===== src/rtl/lnk_wake_pkg.sv =====
package lnk_wake_pkg;
  parameter int unsigned HALF_DEF = 4;

  typedef struct packed {
    logic pkt;
    logic irq;
    logic irq_en;
    logic bus_rst;
    logic pwr_ok;
    logic lctrl;
  } wake_in_t;
endpackage


===== src/rtl/wake_req_ctl.sv =====
module wake_req_ctl
  import lnk_wake_pkg::*;
(
  input  logic     clk,
  input  logic     rst,
  input  wake_in_t in_s,
  output logic     req_nx,
  output logic     req_q
);
  logic link_up;
  logic irq_wake;

  always_comb begin
    link_up  = in_s.pwr_ok & in_s.lctrl;
    irq_wake = in_s.irq & in_s.irq_en;
    if (link_up)
      req_nx = 1'b0;
    else if (in_s.pkt | irq_wake)
      req_nx = 1'b1;
    else if (in_s.bus_rst & ~irq_wake)
      req_nx = 1'b0;
    else
      req_nx = req_q;
  end

  always_ff @(posedge clk) begin
    if (rst) req_q <= 1'b0;
    else     req_q <= req_nx;
  end
endmodule


===== src/rtl/wake_clk_div.sv =====
module wake_clk_div #(
  parameter int unsigned HALF = 4
) (
  input  logic clk,
  input  logic rst,
  input  logic run_nx,
  input  logic run_q,
  output logic wake
);
  localparam int unsigned CW = (HALF > 1) ? $clog2(HALF) : 1;
  localparam logic [CW-1:0] LAST = CW'(HALF - 1);

  logic [CW-1:0] cnt;

  always_ff @(posedge clk) begin
    if (rst || !run_nx || !run_q) begin
      wake <= 1'b0;
      cnt  <= '0;
    end else if (cnt == LAST) begin
      wake <= ~wake;
      cnt  <= '0;
    end else begin
      cnt <= cnt + 1'b1;
    end
  end
endmodule


===== src/rtl/lnk_wake_gen.sv =====
module lnk_wake_gen
  import lnk_wake_pkg::*;
#(
  parameter int unsigned HALF_CYC = HALF_DEF
) (
  input  logic clk,
  input  logic rst,
  input  logic pwr_ok,
  input  logic lctrl,
  input  logic lnkon_pkt,
  input  logic phy_irq,
  input  logic irq_wake_en,
  input  logic bus_rst,
  output logic wake_out,
  output logic wake_busy
);
  wake_in_t in_s;
  logic     req_nx;
  logic     req_q;

  always_comb begin
    in_s.pkt     = lnkon_pkt;
    in_s.irq     = phy_irq;
    in_s.irq_en  = irq_wake_en;
    in_s.bus_rst = bus_rst;
    in_s.pwr_ok  = pwr_ok;
    in_s.lctrl   = lctrl;
  end

  wake_req_ctl u_ctl (
    .clk    (clk),
    .rst    (rst),
    .in_s   (in_s),
    .req_nx (req_nx),
    .req_q  (req_q)
  );

  wake_clk_div #(.HALF(HALF_CYC)) u_div (
    .clk    (clk),
    .rst    (rst),
    .run_nx (req_nx),
    .run_q  (req_q),
    .wake   (wake_out)
  );

  assign wake_busy = req_q;
endmodule


===== config.mk =====
export PLATFORM = sky130hd
export DESIGN_NAME = lnk_wake_gen
export DESIGN_NICKNAME = d
export VERILOG_FILES = /design/src/rtl/lnk_wake_pkg.sv /design/src/rtl/wake_req_ctl.sv /design/src/rtl/wake_clk_div.sv /design/src/rtl/lnk_wake_gen.sv
export SDC_FILE = /design/constraint.sdc
export NUM_CORES = 1
export LEC_CHECK = 0
export CAP_MARGIN = 20
export CORE_AREA = 2 2 39 41
export DETAILED_ROUTE_END_ITERATION = 10
export DIE_AREA = 0 0 41 43
export MAX_ROUTING_LAYER = met4
export PLACE_DENSITY = 0.37
export SETUP_SLACK_MARGIN = 0.1
export SLEW_MARGIN = 20
export SYNTH_ARGS = -nofsm -noshare
export SYNTH_HDL_FRONTEND = slang
export SYNTH_SLANG_ARGS = --single-unit
export TNS_END_PERCENT = 30

===== constraint.sdc =====
create_clock -name clk -period 2.6 [get_ports clk]
set_input_delay 0.39 -clock clk [delete_from_list [all_inputs] [get_ports clk]]
set_output_delay 0.39 -clock clk [all_outputs]
set_load 0.01 [all_outputs]

==> run_results.csv, run 1 <==
group,metric,value,unit
status,status,"completed",
grt,antenna_found_initial,0,
floorplanning,dieArea,1760,um^2
synthesis,synth_compound_area_frac,0.336,
layout,nets,39,
sta,finalSetupViolCount,0,
layout,drive_gt1_frac,0.214,
drt,final_antenna_net_count,0,
power,pwr_density_cell,515,nW/um^2
sta,clock.fmax,662,MHz
sta,final-max-slew-violation-count,0,
power,p_int,129,uW
synthesis,ys_types,9,
synthesis,synth.area.mux_share,0,
clock_network,post_cts_buffers,0,
job,drv_cap,0,
worst_setup_path,crit_path_top_delay_cell,"clkdlybuf4s50_1",
grt,met2_usage,0.0719,
worst_setup_path,worstSetupPathType,"flip-flop to primary output",
clock_network,cts_tree,"built",
clock_network,cts_buffers,3,
synthesis,yosysSeqAreaShare,0.430,
grt,busiest_layer,"met4",
sta,finalHoldViolCount,0,
grt,grt_pass1_wl,634,um
sta,period_share,0.581,
synthesis,ys_ff_latch,4,
floorplanning,die-width,41,um
synthesis,synth-xor-area-share,0.0470,
layout,n_fill_cell,159,
floorplanning,fp-row-count,14,
layout,most-common-layout-cells,"clkdlybuf4s50_1 (9), dfxtp_1 (4), a2111oi_2 (3), clkbuf_4 (3)",
drt,drcViolationCount,0,
sta,setup_tns,0,ps
worst_setup_path,crit_arrival,1120,ps
clock_network,cts_resized,0,
clock_network,clock_latency,230,ps
worst_setup_path,critPathBufInv,1,
floorplanning,initial_core_util,0.135,
drt,wl,377,um
power,p_leak,0.000111,uW
synthesis,avgSynthCellArea,11.7,um^2
power,switching_power,34.9,uW
synthesis,synth_top_area_cell,"dfxtp_1",
layout,antenna_cells,0,
worst_setup_path,start_kind,"flip-flop",
clock_network,clkTransAtPathRegs,40,ps
clock_network,cts-htree-levels,1,
synthesis,synth_top_family_by_area,"compound AO/OA/AOI/OAI gates",
grt,grtUsageMet1,0.0579,
drt,avgRoutedWirePerCell,8.57,um
drt,firstDrtPassIters,1,
drt,drtIter0Drc,0,
power,sw_frac_of_total,0.212,
place,gp_congestion,0.560,
worst_setup_path,cp_max_fo,3,
floorplanning,pin_count,10,
sta,rsz0062_at_grt,"false",
floorplanning,core,1380,um^2
layout,final_common_cell,"clkdlybuf4s50_1",
synthesis,synth_fa_ha_area_frac,0.0671,
layout,area_growth,71.1,%
synthesis,yosys.area_share.simple,0.101,
grt,grt_overflow,0,
sta,period_minus_slack,1510,ps
synthesis,yosysWarnings,0,
power,p_seq_frac,0.395,
place,numPortBuffers,9,
worst_setup_path,crit_chain,"clkdlybuf4s50_1",
floorplanning,die-height,43,um
grt,met3_usage,0.0471,
clock_network,root_buffer,"clkbuf_4",
synthesis,synthesis.area,186,um^2
worst_setup_path,crit_required,2210,ps
worst_setup_path,crit_family,"buffers and inverters",
power,combPwrFrac,0.142,
worst_hold_path,hold_path_class,"flip-flop to flip-flop",
power,vdd_ir_drop_max,212,uV
sta,worst_slew_pin_slew,425,ps
sta,skew,2.47,ps
worst_setup_path,max_stage_delay,540,ps
synthesis,syn_inst,16,
drt,vias_per_cell,3.93,
synthesis,syn_nets,25,
place,dp_hpwl,310,um
clock_network,cts_max_path_buffers,2,
synthesis,synth_top_area_frac,0.430,
grt,grt_max_degree,5,
clock_network,cts_hold_buf,0,
sta,slew_headroom,0.717,
layout,regArea,80.1,um^2
grt,grt_pass1_vias,168,
worst_setup_path,cp-end-kind,"primary output",
synthesis,synth_area_leaders,"dfxtp_1 (43%), a2111oi_2 (24%), ha_1 (6.7%), nand2b_1 (6.7%), a21oi_1 (5.4%)",
power,total_power,164,uW
clock_network,clock-sinks,4,
drt,vias,173,
grt,track_usage,0.0669,
layout,multi_input_comb_area,103,um^2
power,pwr-share-clk,0.464,
-- final cells by class --
type / instances / area share
inverter: 1 / 0.0118
timing repair buffer: 9 / 0.282
clock buffer: 3 / 0.0706
multi-input combinational: 11 / 0.322
sequential: 4 / 0.251
tap: 16 / 0.0627
-- state kept, by name (all words and copies together) (netlist names) --
register     count
u_ctl.req_q      1
u_div.cnt        2
u_div.wake       1
-- power by group through the flow --
| stage | logic, uW | registers (uW) | clock network, uW |
|---|---|---|---|
| floorplan | 8.15 | 66.1 | 0 |
| global placement | 23.7 | 65.7 | 0 |
| detailed placement | 23.6 | 65.7 | 0 |
| CTS | 23.7 | 64.8 | 79.7 |
| global route | 25.1 | 64.9 | 88.1 |
| finish | 23.2 | 64.8 | 76.2 |
-- worst paths after layout --
| kind | startpoint | end | slack, ps | cells after the start |
|---|---|---|---|---|
| worst max-delay path | u_ctl.req_q$_SDFF_PP0_ | wake_busy | 1090 | 1 |
| worst min-delay path | u_ctl.req_q$_SDFF_PP0_ | u_ctl.req_q$_SDFF_PP0_ | 490 | 2 |
| worst max register to register | u_div.cnt[0]$_SDFF_PP0_ | u_div.cnt[0]$_SDFF_PP0_ | 1410 | 3 |
| worst min register to register | u_ctl.req_q$_SDFF_PP0_ | u_ctl.req_q$_SDFF_PP0_ | 490 | 2 |
-- cell usage after synthesis --
cell / count
or2_0: 1
a21oi_1: 2
ha_1: 1
xnor2_1: 1
nand2b_1: 2
dfxtp_1: 4
a2111oi_2: 3
a21o_1: 1
inv_1: 1
-- logic make-up (layout without fill, tap and decap cells) --
kind of cell | Yosys count | after routing
compound gates | 6 | 6
xor+xnor | 1 | 1
fa+ha+maj | 1 | 1
buf+inv | 1 | 13
flops | 4 | 4
simple gates | 3 | 3
-- per-stage QoR --
stage	utilization	setup slack [ps]	hold slack (ps)	cell area [um^2]	cells
final	0.231	1090	492	319	44
after global routing	0.231	1040	507	319	44
after CTS	0.231	1070	497	319	44
after detailed placement	0.214	1110	488	297	41
after global placement	0.214	1120	478	297	41
after floorplan	-	1470	483	186	16
-- per-layer routing --
layer	vias up	wire (um)
li1	86	-
met1	74	136
met2	9	180
met3	4	30
met4	0	29
met5	-	0
(Power assumes the default switching activity.)
==> run 2, diff against run 1 <==
==> constraint.sdc (replaced) <==
create_clock -name clk -period 1.4 [get_ports clk]
set_input_delay 0.21 -clock clk [delete_from_list [all_inputs] [get_ports clk]]
set_output_delay 0.21 -clock clk [all_outputs]
set_load 0.01 [all_outputs]
==> run 2 against run 1 <==
Net effect:
- design area grew 0.39%
- clock power up 84%
- first-iteration DRC count unchanged
- count of clock-buffer cells in the layout unchanged
- cell count unchanged
- critical path type is now flip-flop to flip-flop
==> run_results.csv, run 2 (synthesis gave the netlist of run 1 again) <==
group,metric,value,unit
status,status,"completed",
worst_setup_path,cp_max_fo,3,
worst_setup_path,critPathBufInv,0,
clock_network,cts-htree-levels,1,
place,gp_congestion,0.592,
sta,rsz0062_at_grt,"true",
place,numPortBuffers,9,
worst_setup_path,cp-end-kind,"flip-flop",
drt,avgRoutedWirePerCell,9.52,um
grt,antenna_found_initial,0,
drt,final_antenna_net_count,0,
clock_network,cts_buffers,3,
drt,vias_per_cell,3.89,
clock_network,cts_tree,"built",
grt,grt_max_degree,5,
layout,largest_reg_flops,2,
layout,final_area,320,um^2
job,drv_cap,0,
sta,hold_slack,492,ps
layout,reg_top3,"u_div.cnt (2), u_ctl.req_q (1), u_div.wake (1)",
worst_setup_path,max_stage_delay,320,ps
floorplanning,pin_count,10,
sta,period_share,0.856,
layout,drive_gt1_frac,0.214,
floorplanning,die-height,43,um
sta,worst_slack,202,ps
clock_network,clock-sinks,4,
layout,area_growth,71.8,%
layout,largest-register,"u_div.cnt",
power,p_leak,0.000130,uW
grt,grt_pass1_vias,201,
floorplanning,dieArea,1760,um^2
place,place_area,297,um^2
grt,track_usage,0.0794,
worst_setup_path,crit_path_top_delay_cell,"a2111oi_2",
drt,vias,171,
power,pwr_density_cell,948,nW/um^2
worst_setup_path,crit_chain,"ha_1 > or2_0 > a2111oi_2",
worst_setup_path,rr_startpoint,"u_div.cnt[0]$_SDFF_PP0_",
worst_setup_path,crit_required,1530,ps
power,vdd_ir_drop_max,335,uV
drt,wl,419,um
floorplanning,core,1380,um^2
layout,antenna_cells,0,
clock_network,root_buffer,"clkbuf_4",
worst_setup_path,crit_family,"compound AO/OA/AOI/OAI gates",
worst_setup_path,worstSetupPathType,"flip-flop to flip-flop",
layout,nets,39,
clock_network,post_cts_buffers,0,
worst_hold_path,hold_path_class,"flip-flop to flip-flop",
sta,final-max-slew-violation-count,0,
drt,firstDrtPassIters,1,
clock_network,clock_latency,230,ps
sta,setup_tns,0,ps
sta,period_minus_slack,1200,ps
place,post-place-ws,88.5,ps
grt,grt_pass1_wl,821,um
floorplanning,initial_core_util,0.135,
sta,skew,2.95,ps
drt,drcViolationCount,0,
floorplanning,die-width,41,um
clock_network,cts_hold_buf,0,
sta,worst_slew_pin_slew,441,ps
layout,final_common_cell,"clkdlybuf4s50_1",
sta,finalSetupViolCount,0,
worst_hold_path,worst_hold_startpoint,"u_ctl.req_q$_SDFF_PP0_",
layout,fin_util,0.231,
layout,most-common-layout-cells,"clkdlybuf4s50_1 (7), dfxtp_1 (4), a2111oi_2 (3), clkbuf_4 (3)",
clock_network,clkTransAtPathRegs,40,ps
sta,slew_headroom,0.706,
worst_setup_path,crit_start,"u_div.cnt[0]$_SDFF_PP0_",
floorplanning,fp-row-count,14,
sta,clock.fmax,835,MHz
worst_setup_path,start_kind,"flip-flop",
worst_setup_path,crit_arrival,1330,ps
sta,finalHoldViolCount,0,
grt,grt_overflow,0,
drt,drtIter0Drc,0,
clock_network,cts_max_path_buffers,2,
## run 2: changes by cell type in the layout (fill, tap and decap cells not counted), sizes merged
cell	before	now
clkdlybuf4s50	9	7
dlygate4sd2	0	1
dlymetal6s2s	0	1
## run 2: repair_timing
action                     in CTS  in global routing
cloned                          0                  0
setup endpoints to repair       2                  2
resized for setup               1                  1
## run 2: layout make-up
type / count / area, um^2
multi-input combinational: 11 / 103
inverter: 1 / 3.75
fill: 152 / 1060
timing repair buffer: 9 / 91.3
tap: 16 / 20.0
clock buffer: 3 / 22.5
sequential: 4 / 80.1
## run 2: metal layers
layer,routed length [um],vias to the layer above,GRT usage
li1,-,85,-
met1,170,77,0.0841
met2,204,9,0.0875
met3,45,0,0.0576
met4,0,0,0.0800
met5,0,-,-
## run 2: worst register-to-register path, cell delays in order, from the launching register on
cell and delay, ps:
dfxtp_1 300, ha_1 230, or2_0 250, a2111oi_2 320
## run 2: final timing paths
kind / slack, ps / end / cells past startpoint
worst min-delay path: 490 / u_ctl.req_q$_SDFF_PP0_ / 2
worst max register to register: 200 / u_div.cnt[0]$_SDFF_PP0_ / 3
worst min register to register: 490 / u_ctl.req_q$_SDFF_PP0_ / 2
worst max-delay path: 200 / u_div.cnt[0]$_SDFF_PP0_ / 3
## run 2: stage by stage
step / cells / power (uW)
2_1_floorplan: 16 / 138
3_3_place_gp: 41 / 166
3_5_place_dp: 41 / 167
4_1_cts: 44 / 316
5_1_grt: 44 / 334
6_report: 44 / 304
## run 2: report_power, final
part | internal [uW] | switching (uW)
logic | 25.7 | 17.8
clock network | 95.7 | 44.3
registers | 118 | 2.11
total | 240 | 64.2
==> run 3, diff against run 2 <==
--- a/config.mk
+++ b/config.mk
@@ -7,6 +7,7 @@
 export LEC_CHECK = 0
 export CAP_MARGIN = 20
 export CORE_AREA = 2 2 39 41
+export CTS_CLUSTER_SIZE = 16
 export DETAILED_ROUTE_END_ITERATION = 10
 export DIE_AREA = 0 0 41 43
 export MAX_ROUTING_LAYER = met4
==> constraint.sdc (replaced) <==
create_clock -name clk -period 1.4 [get_ports clk]
set_input_delay 0.21 -clock clk [delete_from_list [all_inputs] [get_ports clk]]
set_output_delay 0.21 -clock clk [all_outputs]
set_load 0.05 [all_outputs]
==> run 3 against run 2 <==
Net effect:
- clock power grew 4%
- first-iteration DRC count grew 1
- via count shrank 3.5%
- fmax shrank 2.8%
- critical path depth is the same
- combinational power grew 26%
- worst setup slack lost 34 ps
- register-to-register slack lost 30 ps
- largest cell class is now non-clock buffers
==> run_results.csv, run 3 (synthesis gave the netlist of run 1 again) <==
group,metric,value,unit
grt,grtUsageMet1,0.0643,
layout,most-common-layout-cells,"clkdlybuf4s50_1 (7), dfxtp_1 (4), a2111oi_2 (3), clkbuf_4 (3)",
clock_network,cts-htree-levels,1,
sta,period_share,0.880,
floorplanning,pin_count,10,
sta,final-max-slew-violation-count,0,
drt,drcViolationCount,0,
clock_network,cts_hold_buf,0,
drt,vias_per_cell,3.75,
clock_network,cts_resized,0,
grt,grt_overflow,0,
grt,busiest_layer,"met2",
layout,area_growth,81.9,%
layout,nets,39,
place,numPortBuffers,9,
layout,drive_gt1_frac,0.286,
layout,final_common_cell,"clkdlybuf4s50_1",
worst_setup_path,start_kind,"flip-flop",
floorplanning,core,1380,um^2
clock_network,cts_tree,"built",
sta,setup_tns,0,ps
worst_setup_path,rrSetupSlack,170,ps
worst_setup_path,cp_max_fo,3,
layout,antenna_cells,0,
clock_network,cts_buffers,3,
drt,drtIter0Drc,1,
place,gp_congestion,0.561,
layout,largest-register,"u_div.cnt",
floorplanning,dieArea,1760,um^2
sta,slew_headroom,0.713,
worst_setup_path,crit_arrival,1350,ps
sta,finalHoldViolCount,0,
drt,wl,423,um
drt,final_antenna_net_count,0,
clock_network,post_cts_buffers,0,
sta,worst_slew_pin_slew,431,ps
drt,avgRoutedWirePerCell,9.61,um
job,drv_cap,0,
worst_setup_path,worstSetupPathType,"flip-flop to flip-flop",
layout,largest_reg_flops,2,
power,p_leak,0.000121,uW
grt,met3_usage,0.0314,
drt,firstDrtPassIters,2,
worst_setup_path,crit_required,1520,ps
clock_network,cts_max_path_buffers,2,
layout,reg_top3,"u_div.cnt (2), u_ctl.req_q (1), u_div.wake (1)",
place,dp_hpwl,343,um
sta,clock.fmax,811,MHz
grt,met2_usage,0.0969,
clock_network,clock-sinks,4,
floorplanning,die-height,43,um
grt,grt_max_degree,5,
grt,grt_pass1_wl,745,um
floorplanning,die-width,41,um
grt,grt_pass1_vias,200,
sta,rsz0062_at_grt,"false",
status,status,"completed",
drt,vias,165,
sta,period_minus_slack,1230,ps
worst_setup_path,cp-end-kind,"flip-flop",
grt,track_usage,0.0710,
power,vdd_ir_drop_max,258,uV
clock_network,root_buffer,"clkbuf_4",
sta,finalSetupViolCount,0,
layout,fin_util,0.245,
clock_network,clock_latency,240,ps
grt,antenna_found_initial,0,
clock_network,clkTransAtPathRegs,40,ps
sta,skew,6.03,ps
floorplanning,initial_core_util,0.135,
worst_hold_path,hold_path_class,"flip-flop to flip-flop",
floorplanning,fp-row-count,14,
power,pwr_density_cell,951,nW/um^2
==> run 3: cell count changes in the layout (fill, tap and decap cells not counted), sizes merged <==
cell / change
buf: +2
dlygate4sd2: -1
dlymetal6s2s: -1
==> run 3: area by class of cell <==
| type | instances | area (um^2) |
|---|---|---|
| Fill cell | 143 | 1040 |
| Timing Repair Buffer | 9 | 110 |
| Multi-Input combinational cell | 11 | 103 |
| Sequential cell | 4 | 80.1 |
| Clock buffer | 3 | 22.5 |
| Tap cell | 16 | 20.0 |
| Inverter | 1 | 3.75 |
==> run 3: final timing paths <==
| path | from | to | cells after the start |
|---|---|---|---|
| min reg2reg | u_ctl.req_q$_SDFF_PP0_ | u_ctl.req_q$_SDFF_PP0_ | 2 |
| max reg2reg | u_div.cnt[0]$_SDFF_PP0_ | u_div.cnt[0]$_SDFF_PP0_ | 3 |
| max | u_div.cnt[0]$_SDFF_PP0_ | u_div.cnt[0]$_SDFF_PP0_ | 3 |
| min | u_ctl.req_q$_SDFF_PP0_ | u_ctl.req_q$_SDFF_PP0_ | 2 |
==> run 3: layer usage <==
metal  vias up  part of all wire
li1         84                 -
met1        74              0.36
met2         7              0.57
met3         0             0.061
met4         0                 0
met5         -                 0
==> run 3: critical path: stages, from the launching register on <==
cell and delay (ps):
dfxtp_1 300, ha_1 220, or2_0 250, a2111oi_2 360
==> run 3: metrics by stage <==
step / std cells / instance area [um^2] / hold slack [ps] / setup WS, ps / power, uW
floorplan: 16 / 186 / 303 / 213 / 144
global placement: 41 / 317 / 533 / 49.6 / 178
detailed placement: 41 / 317 / 520 / 52.4 / 178
CTS: 44 / 339 / 534 / 149 / 331
global route: 44 / 339 / 551 / 118 / 347
finish: 44 / 339 / 530 / 168 / 322
==> run 3: power by group <==
group / switching [uW] / leakage (uW) / internal, uW
clock network: 50.1 / 0.0000138 / 96.1
logic: 24.5 / 0.0000747 / 30.4
registers: 3.12 / 0.0000326 / 118
